==> src/rtl/facmul_pkg.sv <==
package facmul_pkg;

    // Number of bit positions scanned when a value is recoded into signed digits.
    localparam int SCAN_POS = 34;

    // Signed digit (-1, 0, +1) of a non-negative value at bit position pos.
    function automatic int csd_digit(input int value, input int pos);
        int v;
        int d;
        int r;
        v = value;
        r = 0;
        for (int i = 0; i < SCAN_POS; i++) begin
            d = 0;
            if (v[0]) begin
                // Remainder 3 modulo 4 gives digit -1; remainder 1 gives +1.
                d = v[1] ? -1 : 1;
            end
            if (i == pos) begin
                r = d;
            end
            v = (v - d) >>> 1;
        end
        return r;
    endfunction

    // Count of non-zero signed digits of a value.
    function automatic int csd_weight(input int value);
        int n;
        n = 0;
        for (int i = 0; i < SCAN_POS; i++) begin
            if (csd_digit(value, i) != 0) begin
                n++;
            end
        end
        return n;
    endfunction

    // First factor of the cheapest split, or 1 when the flat form is cheaper.
    function automatic int pick_first_factor(input int coef);
        int best;
        int best_cost;
        int cost;
        best = 1;
        best_cost = csd_weight(coef) - 1;
        for (int a = 2; a <= 64; a++) begin
            if ((coef % a) == 0 && (coef / a) > 1) begin
                cost = csd_weight(a) + csd_weight(coef / a) - 2;
                if (cost < best_cost) begin
                    best = a;
                    best_cost = cost;
                end
            end
        end
        return best;
    endfunction

endpackage

==> src/rtl/facmul_stage.sv <==
module facmul_stage
    import facmul_pkg::*;
#(
    parameter int W      = 25,
    parameter int FACTOR = 7
) (
    input  logic signed [W-1:0] din,
    output logic signed [W-1:0] dout
);

    // Signed-digit recoding of FACTOR never needs more than one position above its width.
    localparam int NPOS = $clog2(FACTOR + 1) + 1;

    logic signed [W-1:0] acc [NPOS+1];

    assign acc[0] = '0;

    for (genvar k = 0; k < NPOS; k++) begin : g_digit
        localparam int DIG = csd_digit(FACTOR, k);
        if (DIG > 0) begin : g_add
            assign acc[k+1] = acc[k] + (din <<< k);
        end else if (DIG < 0) begin : g_sub
            assign acc[k+1] = acc[k] - (din <<< k);
        end else begin : g_pass
            assign acc[k+1] = acc[k];
        end
    end

    assign dout = acc[NPOS];

endmodule

==> src/rtl/facmul.sv <==
module facmul
    import facmul_pkg::*;
#(
    parameter int  DATA_W = 16,
    parameter int  COEF   = 217,
    localparam int PROD_W = DATA_W + $clog2(COEF + 1) + 1
) (
    input  logic                     clk,
    input  logic                     rst_n,
    input  logic                     in_valid,
    input  logic signed [DATA_W-1:0] in_sample,
    output logic                     out_valid,
    output logic signed [PROD_W-1:0] out_product
);

    localparam int FIRST  = pick_first_factor(COEF);
    localparam int STEP_A = (FIRST == 1) ? COEF : FIRST;
    localparam int STEP_B = (FIRST == 1) ? 1 : (COEF / FIRST);

    logic signed [PROD_W-1:0] wide_in;
    logic signed [PROD_W-1:0] mid;
    logic signed [PROD_W-1:0] prod;

    // Sign-extend the sample to full product width before any shift.
    assign wide_in = PROD_W'(in_sample);

    facmul_stage #(
        .W      (PROD_W),
        .FACTOR (STEP_A)
    ) u_step_a (
        .din  (wide_in),
        .dout (mid)
    );

    if (STEP_B == 1) begin : g_flat
        assign prod = mid;
    end else begin : g_cascade
        facmul_stage #(
            .W      (PROD_W),
            .FACTOR (STEP_B)
        ) u_step_b (
            .din  (mid),
            .dout (prod)
        );
    end

    // Valid flag register.
    always_ff @(posedge clk or negedge rst_n) begin
        if (!rst_n) begin
            out_valid <= 1'b0;
        end else begin
            out_valid <= in_valid;
        end
    end

    // Product register, loaded only on accepted samples.
    always_ff @(posedge clk or negedge rst_n) begin
        if (!rst_n) begin
            out_product <= '0;
        end else if (in_valid) begin
            out_product <= prod;
        end
    end

endmodule

==> config.mk <==
export PLATFORM = sky130hd
export DESIGN_NAME = facmul
export DESIGN_NICKNAME = d
export VERILOG_FILES = /design/src/rtl/facmul_pkg.sv /design/src/rtl/facmul_stage.sv /design/src/rtl/facmul.sv
export SDC_FILE = /design/constraint.sdc
export NUM_CORES = 1
export LEC_CHECK = 0
export BUFFER_PORTS_ARGS = -buffer_cell sky130_fd_sc_hd__buf_2
export CORE_MARGIN = 2
export CORE_UTILIZATION = 42
export CTS_BUF_LIST = sky130_fd_sc_hd__clkbuf_2
export CTS_CLUSTER_DIAMETER = 40
export CTS_CLUSTER_SIZE = 40
export DETAILED_ROUTE_END_ITERATION = 12
export PLACE_DENSITY = 0.63
export SLEW_MARGIN = 25
export SYNTH_ARGS = -nofsm -noshare
export SYNTH_HDL_FRONTEND = slang
export SYNTH_SLANG_ARGS = --single-unit
==> constraint.sdc <==
create_clock -name clk -period 0.8 [get_ports clk]
set_input_delay 0.12 -clock clk [delete_from_list [all_inputs] [get_ports clk]]
set_output_delay 0.12 -clock clk [all_outputs]
set_load 0.05 [all_outputs]
==> flow_summary.ini, run 1 <==
[die]
coreArea_um2 = 7370
dieArea_um2 = 8419
initial_utilization_pct = 43.89
chip_height_um = 91.76
die_width_um = 91.76
cell_row_count = 31
io_pins = 45

[timing]
drv_slew = 0
finalSetupViolations = 49
clock_skew_ns = 0
timing_worst_slew_pin_value_ns = 0.4907
post-route-period-util_pct = 417.8
slew_headroom_pct = 66.99
final_critical_path_setup_slack_ns = -2.542
tns_ns = -50.74
final_period_minus_worst_setup_slack_ns = 3.342
unrepaired_setup_endpoints_after_global_routing = true
fmax_ghz = 0.2992
hold_viol_final = 0

[synth]
number_of_library_cell_types_mapped_by_synthesis = 67
yosys_register_bits = 26
synth_edf_count = 0
synthesis.nets = 451
synth-seq-area-share_pct = 20.12
synth_warnings = 0
synth.avg_cell_area_um2 = 8.106
mappedNetlistArea_um2 = 3234
synth-main-ff-cell = sky130_fd_sc_hd__dfrtp_1
synth-async-reset-ratio_pct = 100.0
post_synth_inst_count = 399

[worst_setup_path]
path_cells = buf_2 > inv_1 > ha_4 > o21a_1 > o221ai_4 > buf_4 > buf_4 > o2111a_1 > o21a_1 > or2_2 > inv_1 > ha_1 > a21oi_2 > nand2_1 > o21ai_2 > nor2_1 > o21a_1 > or4_1 > nand3_1
required_ns = 1.10
timing.critical_path.arrival_ns = 3.64
start_kind = primary input
slowest_delay_ns = 0.48
timing.reg2reg.setup_slack_ns = -0.17
timing.critical_path.mode_cell = sky130_fd_sc_hd__o21a_1
timing.critical_path.fanout_max = 4
critPathBufInv = 5
timing.reg2reg.worst_path_depth = 3
type_of_destination_of_the_critical_path = register
cpLargestDelayFamily = compound AO/OA/AOI/OAI gates
cp_num_cells = 19
timing.critical_path.slowest_stage_cell = sky130_fd_sc_hd__or4_1
timing_worst_setup_path_type = primary input to register

[layout]
n_antenna_cell = 0
nNetsFinal = 668
finish.utilization_pct = 78.15
final_cell_area_um2 = 5759
finalNonFillerCells = 714
area_delta_synth_final_pct = 78.07
fraction_of_final_layout_cells_with_drive_strength_greater_than_1_pct = 53.17

[clock_network]
htree_num_levels = 1
tritoncts = built
clock-sinks = 26
cts_buffer_depth = 2
cts_buffers = 3
clk_transition_reported_paths_ns = 0.23
ctsRootBufferMaster = sky130_fd_sc_hd__clkbuf_2
insertion_delay_ns = 0.34

[pwr]
total_power_mw = 15.33
p_leak_nw = 2.798
powerDensity_nw_per_um2 = 2662
vdd.ir_drop.worst_mv = 1.204

[routing]
finalWirelength_um = 10340
vias = 3714
detail_route.first_pass.iterations = 4
drt-wirelength-per-cell_um = 14.47
routed_via_density = 5.202
drt_iter0_markers = 123
postRouteAntennaNets = 0
drt_drc_violations_left = 0

[global_routing]
vias_in_the_first_global_route = 3595
grt_util_all_layers_pct = 22.90
grt_first_pass_wirelength_um = 16190
grt_max_degree = 29
grt_antenna_before_repair = 0
grt_overflow = 0

[status]
violations = setup timing
run_status = finished, violations left

[placed_design]
placed_cell_count = 674
dp.final_hpwl_um = 7653
final_wtd_congestion = 0.8833
portBuffers = 44
placedInstanceArea_um2 = 4875

[worst_hold_path]
timing.hold.worst_path_depth = 3
holdCritPathClass = primary input to register

[flow_run]
drv.max_cap_violation_count = 0
==> metal layers <==
metal,global-route usage [%],part of all wire [%],vias up
met5,0,0,-
met4,3.234,0.46,0
met3,0.9039,2.2,4
met2,43.93,53,64
met1,28.91,44,1775
li1,-,-,1871
==> cells by family after synthesis <==
kind of cell               synth area share, %
xor gates and xnor gates                 11.30
muxes                                    5.145
buffers and inverters                    6.769
adders and majority gates                12.77
DFF                                      20.12
and+or+nand+nor                          17.06
AOI/OAI and AO/OA                        26.85
==> worst paths after layout <==
| path | end | start |
|---|---|---|
| worst max-delay path | out_product[19]$_DFFE_PN0P_ | in_sample[5] |
| worst max register to register | out_product[19]$_DFFE_PN0P_ | out_product[19]$_DFFE_PN0P_ |
| worst min-delay path | out_product[16]$_DFFE_PN0P_ | in_valid |
| min in group asynchronous | out_product[24]$_DFFE_PN0P_ | rst_n |
| worst min register to register | out_product[16]$_DFFE_PN0P_ | out_product[16]$_DFFE_PN0P_ |
| max in group asynchronous | out_product[1]$_DFFE_PN0P_ | rst_n |
==> cells in the final DEF (no fill, tap or decap), types with 3 or more instances in the layout <==
master	synthesis	routed
sky130_fd_sc_hd__a21oi_1	32	26
sky130_fd_sc_hd__xor2_1	12	8
sky130_fd_sc_hd__a211oi_1	4	3
sky130_fd_sc_hd__nor3_2	0	3
sky130_fd_sc_hd__buf_6	2	45
sky130_fd_sc_hd__nand2_2	0	3
sky130_fd_sc_hd__nand3_1	9	8
sky130_fd_sc_hd__o21a_1	10	10
sky130_fd_sc_hd__xnor2_2	0	6
sky130_fd_sc_hd__inv_1	40	32
sky130_fd_sc_hd__a211o_1	4	4
sky130_fd_sc_hd__ha_4	0	11
sky130_fd_sc_hd__o21ai_0	11	5
sky130_fd_sc_hd__xor2_2	0	4
sky130_fd_sc_hd__and2_1	5	3
sky130_fd_sc_hd__clkbuf_2	0	3
sky130_fd_sc_hd__buf_2	1	14
sky130_fd_sc_hd__a21oi_2	0	4
sky130_fd_sc_hd__nand2_4	0	3
sky130_fd_sc_hd__buf_4	0	161
sky130_fd_sc_hd__nand2b_1	6	4
sky130_fd_sc_hd__o21ai_2	0	6
sky130_fd_sc_hd__dfrtp_1	26	25
sky130_fd_sc_hd__inv_2	1	7
sky130_fd_sc_hd__nor2_1	31	29
sky130_fd_sc_hd__xnor2_1	24	18
sky130_fd_sc_hd__o21ai_1	5	5
sky130_fd_sc_hd__nand2_1	33	27
sky130_fd_sc_hd__o211ai_1	9	9
sky130_fd_sc_hd__a21o_1	7	7
sky130_fd_sc_hd__nor3_1	9	5
sky130_fd_sc_hd__mux2_4	0	10
sky130_fd_sc_hd__and3_1	3	3
sky130_fd_sc_hd__ha_1	33	22
==> what timing repair did <==
item                                    CTS  global route
pin swaps                                51            36
hold endpoints to repair                 26             0
setup buffers                            18            19
cloned                                    0             0
endpoints found under the setup margin   49            49
hold buffers                              1             0
resized for setup                        96            42
==> power by group <==
group | switching (mW) | internal [mW]
registers | 0.423 | 1.84
clock network | 0.387 | 0.430
logic | 6.19 | 6.06
==> cells in the mapped netlist, types with 3 or more instances <==
master / number / share of area (%)
sky130_fd_sc_hd__o21a_1: 10 / 2.3
sky130_fd_sc_hd__nor2_1: 31 / 3.6
sky130_fd_sc_hd__a211oi_1: 4 / 0.93
sky130_fd_sc_hd__nand2_1: 33 / 3.8
sky130_fd_sc_hd__nor3_1: 9 / 1.4
sky130_fd_sc_hd__nand3_1: 9 / 1.4
sky130_fd_sc_hd__xor2_1: 12 / 3.2
sky130_fd_sc_hd__and2_1: 5 / 0.97
sky130_fd_sc_hd__o21ai_0: 11 / 1.7
sky130_fd_sc_hd__ha_1: 33 / 13
sky130_fd_sc_hd__and3_1: 3 / 0.58
sky130_fd_sc_hd__clkbuf_1: 9 / 1.0
sky130_fd_sc_hd__nor4_1: 3 / 0.58
sky130_fd_sc_hd__o221ai_1: 4 / 1.1
sky130_fd_sc_hd__mux2_2: 12 / 4.2
sky130_fd_sc_hd__a211o_1: 4 / 1.1
sky130_fd_sc_hd__inv_1: 40 / 4.6
sky130_fd_sc_hd__nand2b_1: 6 / 1.2
sky130_fd_sc_hd__xnor2_1: 24 / 6.5
sky130_fd_sc_hd__a21oi_1: 32 / 5.0
sky130_fd_sc_hd__a31oi_1: 4 / 0.77
sky130_fd_sc_hd__a21o_1: 7 / 1.6
sky130_fd_sc_hd__o21ai_1: 5 / 0.77
sky130_fd_sc_hd__dfrtp_1: 26 / 20
sky130_fd_sc_hd__o211ai_1: 9 / 2.1
==> metrics by stage <==
stage                     hold slack (ns)  worst slack (ns)
after global placement            0.07067            -2.967
final                              0.1468            -2.542
after CTS                          0.1309            -2.497
after global routing               0.1513            -2.721
after floorplan                   -0.1756            -2.694
after detailed placement          0.07506            -3.006
==> worst reg2reg max path: stages (launching register included) <==
cell and delay [ns]:
sky130_fd_sc_hd__dfrtp_1 0.45, sky130_fd_sc_hd__buf_4 0.14, sky130_fd_sc_hd__a211oi_1 0.19, sky130_fd_sc_hd__nand3_1 0.11
==> layout make-up <==
class	instances	area, µm²
Fill cell	503	1610
Multi-Input combinational cell	319	2925
Clock buffer	3	15.01
Clock inverter	1	30.03
Inverter	42	167.7
Timing Repair Buffer	224	1846
Sequential cell	26	651.9
Tap cell	99	123.9
==> state kept, by name (all words and copies together), names as in the netlist <==
register,cells
out_product,25
out_valid,1
No activity file was read; power rests on OpenSTA's default activity.
==> run 2: changes to the inputs <==
CORE_UTILIZATION = 30   (was 42)
PLACE_DENSITY = 0.49   (was 0.63)
RECOVER_POWER = 25   (was not set)
SLEW_MARGIN = not set   (was 25)
==> flow_summary.ini, run 2 (synthesis gave the netlist of run 1 again) <==
[global_routing]
grt_first_pass_wirelength_um = 16310
grt_overflow = 0
grt_antenna_before_repair = 0
grt_util_all_layers_pct = 16.95
grt_max_degree = 27
vias_in_the_first_global_route = 3770

[layout]
mostFrequentLayoutCell = sky130_fd_sc_hd__buf_4
n_antenna_cell = 0
area_delta_synth_final_pct = 76.44
fraction_of_final_layout_cells_with_drive_strength_greater_than_1_pct = 53.67
largest-register = out_product
num-fill-cells = 976
largest_register_ffs = 25
top_regs = out_product: 25 flops, out_valid: 1 flops
combined_area_of_the_multi_input_logic_cells_um2 = 2918
nNetsFinal = 666
final-seq-area_um2 = 651.9
highest_count_cells_in_the_layout_ignoring_fill_and_taps = sky130_fd_sc_hd__buf_4, sky130_fd_sc_hd__buf_6, sky130_fd_sc_hd__inv_1

[timing]
hold_viol_final = 0
final_period_minus_worst_setup_slack_ns = 3.332
clock_skew_ns = 0
finalSetupViolations = 50
whs_ns = 0.1945
unrepaired_setup_endpoints_after_global_routing = true
timing_worst_slew_pin_value_ns = 0.4999
fmax_ghz = 0.3002
slew_headroom_pct = 66.67
post-route-period-util_pct = 416.5
drv_slew = 0
final_critical_path_setup_slack_ns = -2.532

[worst_setup_path]
start_kind = primary input
type_of_destination_of_the_critical_path = register
timing_worst_setup_path_type = primary input to register
timing.critical_path.fanout_max = 3
timing.critical_path.slowest_stage_cell = sky130_fd_sc_hd__or4b_4
path_cells = buf_8 > inv_8 > ha_4 > or4b_4 > a21o_1 > nand2_2 > xnor2_2 > inv_2 > ha_4 > nand2_4 > nor4_4 > nand2_1 > o211ai_1 > o311ai_4 > a211oi_2 > o21ai_2 > o21ai_2 > o211ai_1 > mux2_4 > o221ai_2
timing.critical_path.arrival_ns = 3.60
required_ns = 1.07
slowest_delay_ns = 0.46

[pwr]
share_comb_of_total_power_pct = 81.5
vdd.ir_drop.worst_mv = 2.053
intPower_mw = 7.974
power.sequential.fraction_pct = 15.1
powerDensity_nw_per_um2 = 2591
switching_power_mw = 6.810
power.clock.fraction_pct = 3.4
p_leak_nw = 2.756
sw_frac_of_total_pct = 46.06

[die]
dieArea_um2 = 11630
io_pins = 45
cell_row_count = 37
coreArea_um2 = 10420
chip_height_um = 107.8
initial_utilization_pct = 31.05
die_width_um = 107.8

[placed_design]
dp.final_hpwl_um = 8061
final_wtd_congestion = 0.8547
portBuffers = 44
post-place-ws_ns = -3.085

[routing]
vias = 3655
postRouteAntennaNets = 0
detail_route.first_pass.iterations = 4
drt_iter0_markers = 143
routed_via_density = 4.880
drt-wirelength-per-cell_um = 13.07
finalWirelength_um = 9792
drt_drc_violations_left = 0

[clock_network]
cts_buffer_depth = 2
tritoncts = built
clock-sinks = 26
htree_num_levels = 1
cts_buffers = 3
insertion_delay_ns = 0.34
clk_transition_reported_paths_ns = 0.22
ctsRootBufferMaster = sky130_fd_sc_hd__clkbuf_2

[worst_hold_path]
holdCritPathClass = primary input to register

[status]
run_status = finished, violations left
violations = setup timing

[flow_run]
drv.max_cap_violation_count = 0
run 2: cell types whose count changed in the layout (fill, tap and decap cells not counted), sizes merged:
cell	before	now
clkbuf	3	6
buf	223	219
bufinv	1	0
run 2: metrics by stage:
| stage | instance area (µm²) | util (%) | setup TNS (ns) | power, mW | cells |
|---|---|---|---|---|---|
| after floorplan | 3513 | - | -44.88 | 8.321 | 399 |
| after global placement | 4943 | 47.46 | -52.95 | 11.66 | 714 |
| after detailed placement | 4943 | 47.46 | -54.02 | 11.77 | 714 |
| after CTS | 5469 | 52.50 | -49.63 | 14.09 | 740 |
| after global routing | 5707 | 54.79 | -52.96 | 15.84 | 749 |
| final | 5707 | 54.79 | -49.29 | 14.78 | 749 |
run 2: worst paths after layout:
kind / depth (start not counted) / start / end / slack, ns
worst max-delay path: 20 / in_sample[3] / out_product[23]$_DFFE_PN0P_ / -2.53
worst min-delay path: 4 / in_valid / out_product[19]$_DFFE_PN0P_ / 0.19
worst max register to register: 3 / out_product[2]$_DFFE_PN0P_ / out_product[2]$_DFFE_PN0P_ / -0.24
worst min register to register: 1 / out_product[6]$_DFFE_PN0P_ / out_product[6]$_DFFE_PN0P_ / 0.56
max in group asynchronous: 3 / rst_n / out_product[1]$_DFFE_PN0P_ / 0.24
min in group asynchronous: 3 / rst_n / out_product[0]$_DFFE_PN0P_ / 0.29
run 2: final cells by class:
type                    count  share of cell area [%]
multi-input cells         319                   51.13
flip-flops and latches     26                   11.42
clock buffers               4                  0.3508
repair buffers            222                   31.18
inverters                  42                   2.938
well taps                 136                   2.982
run 2: timing repair:
action	in CTS	in global routing
resized for setup	92	37
endpoints found under the hold margin	26	0
setup buffers	21	10
pin swaps	35	24
endpoints found under the setup margin	49	49
hold buffers	1	0
run 2: layer usage:
layer | global-route usage, % | vias to the layer above | wire length [µm]
li1 | - | 1872 | -
met1 | 19.40 | 1712 | 4189
met2 | 33.29 | 51 | 5261
met3 | 1.634 | 20 | 140
met4 | 3.938 | 0 | 201
met5 | 0 | - | 0
run 2: worst max-delay path: cells and delay by family:
kind	cells	cell delay, ns
AND/OR/NAND/NOR	5	0.91
XOR/XNOR	1	0.13
multiplexers	1	0.32
adder cells (fa/ha/maj)	2	0.53
buffers and inverters	3	0.18
AO/OA/AOI/OAI	8	1.42
run 2: power groups by stage:
stage	Sequential (mW)	Combinational [mW]	Clock [mW]
after floorplan	3.99	4.33	0
after global placement	2.16	9.51	0
after detailed placement	2.18	9.59	0
after CTS	2.25	11.3	0.531
after global routing	2.29	13.0	0.576
final	2.24	12.0	0.502
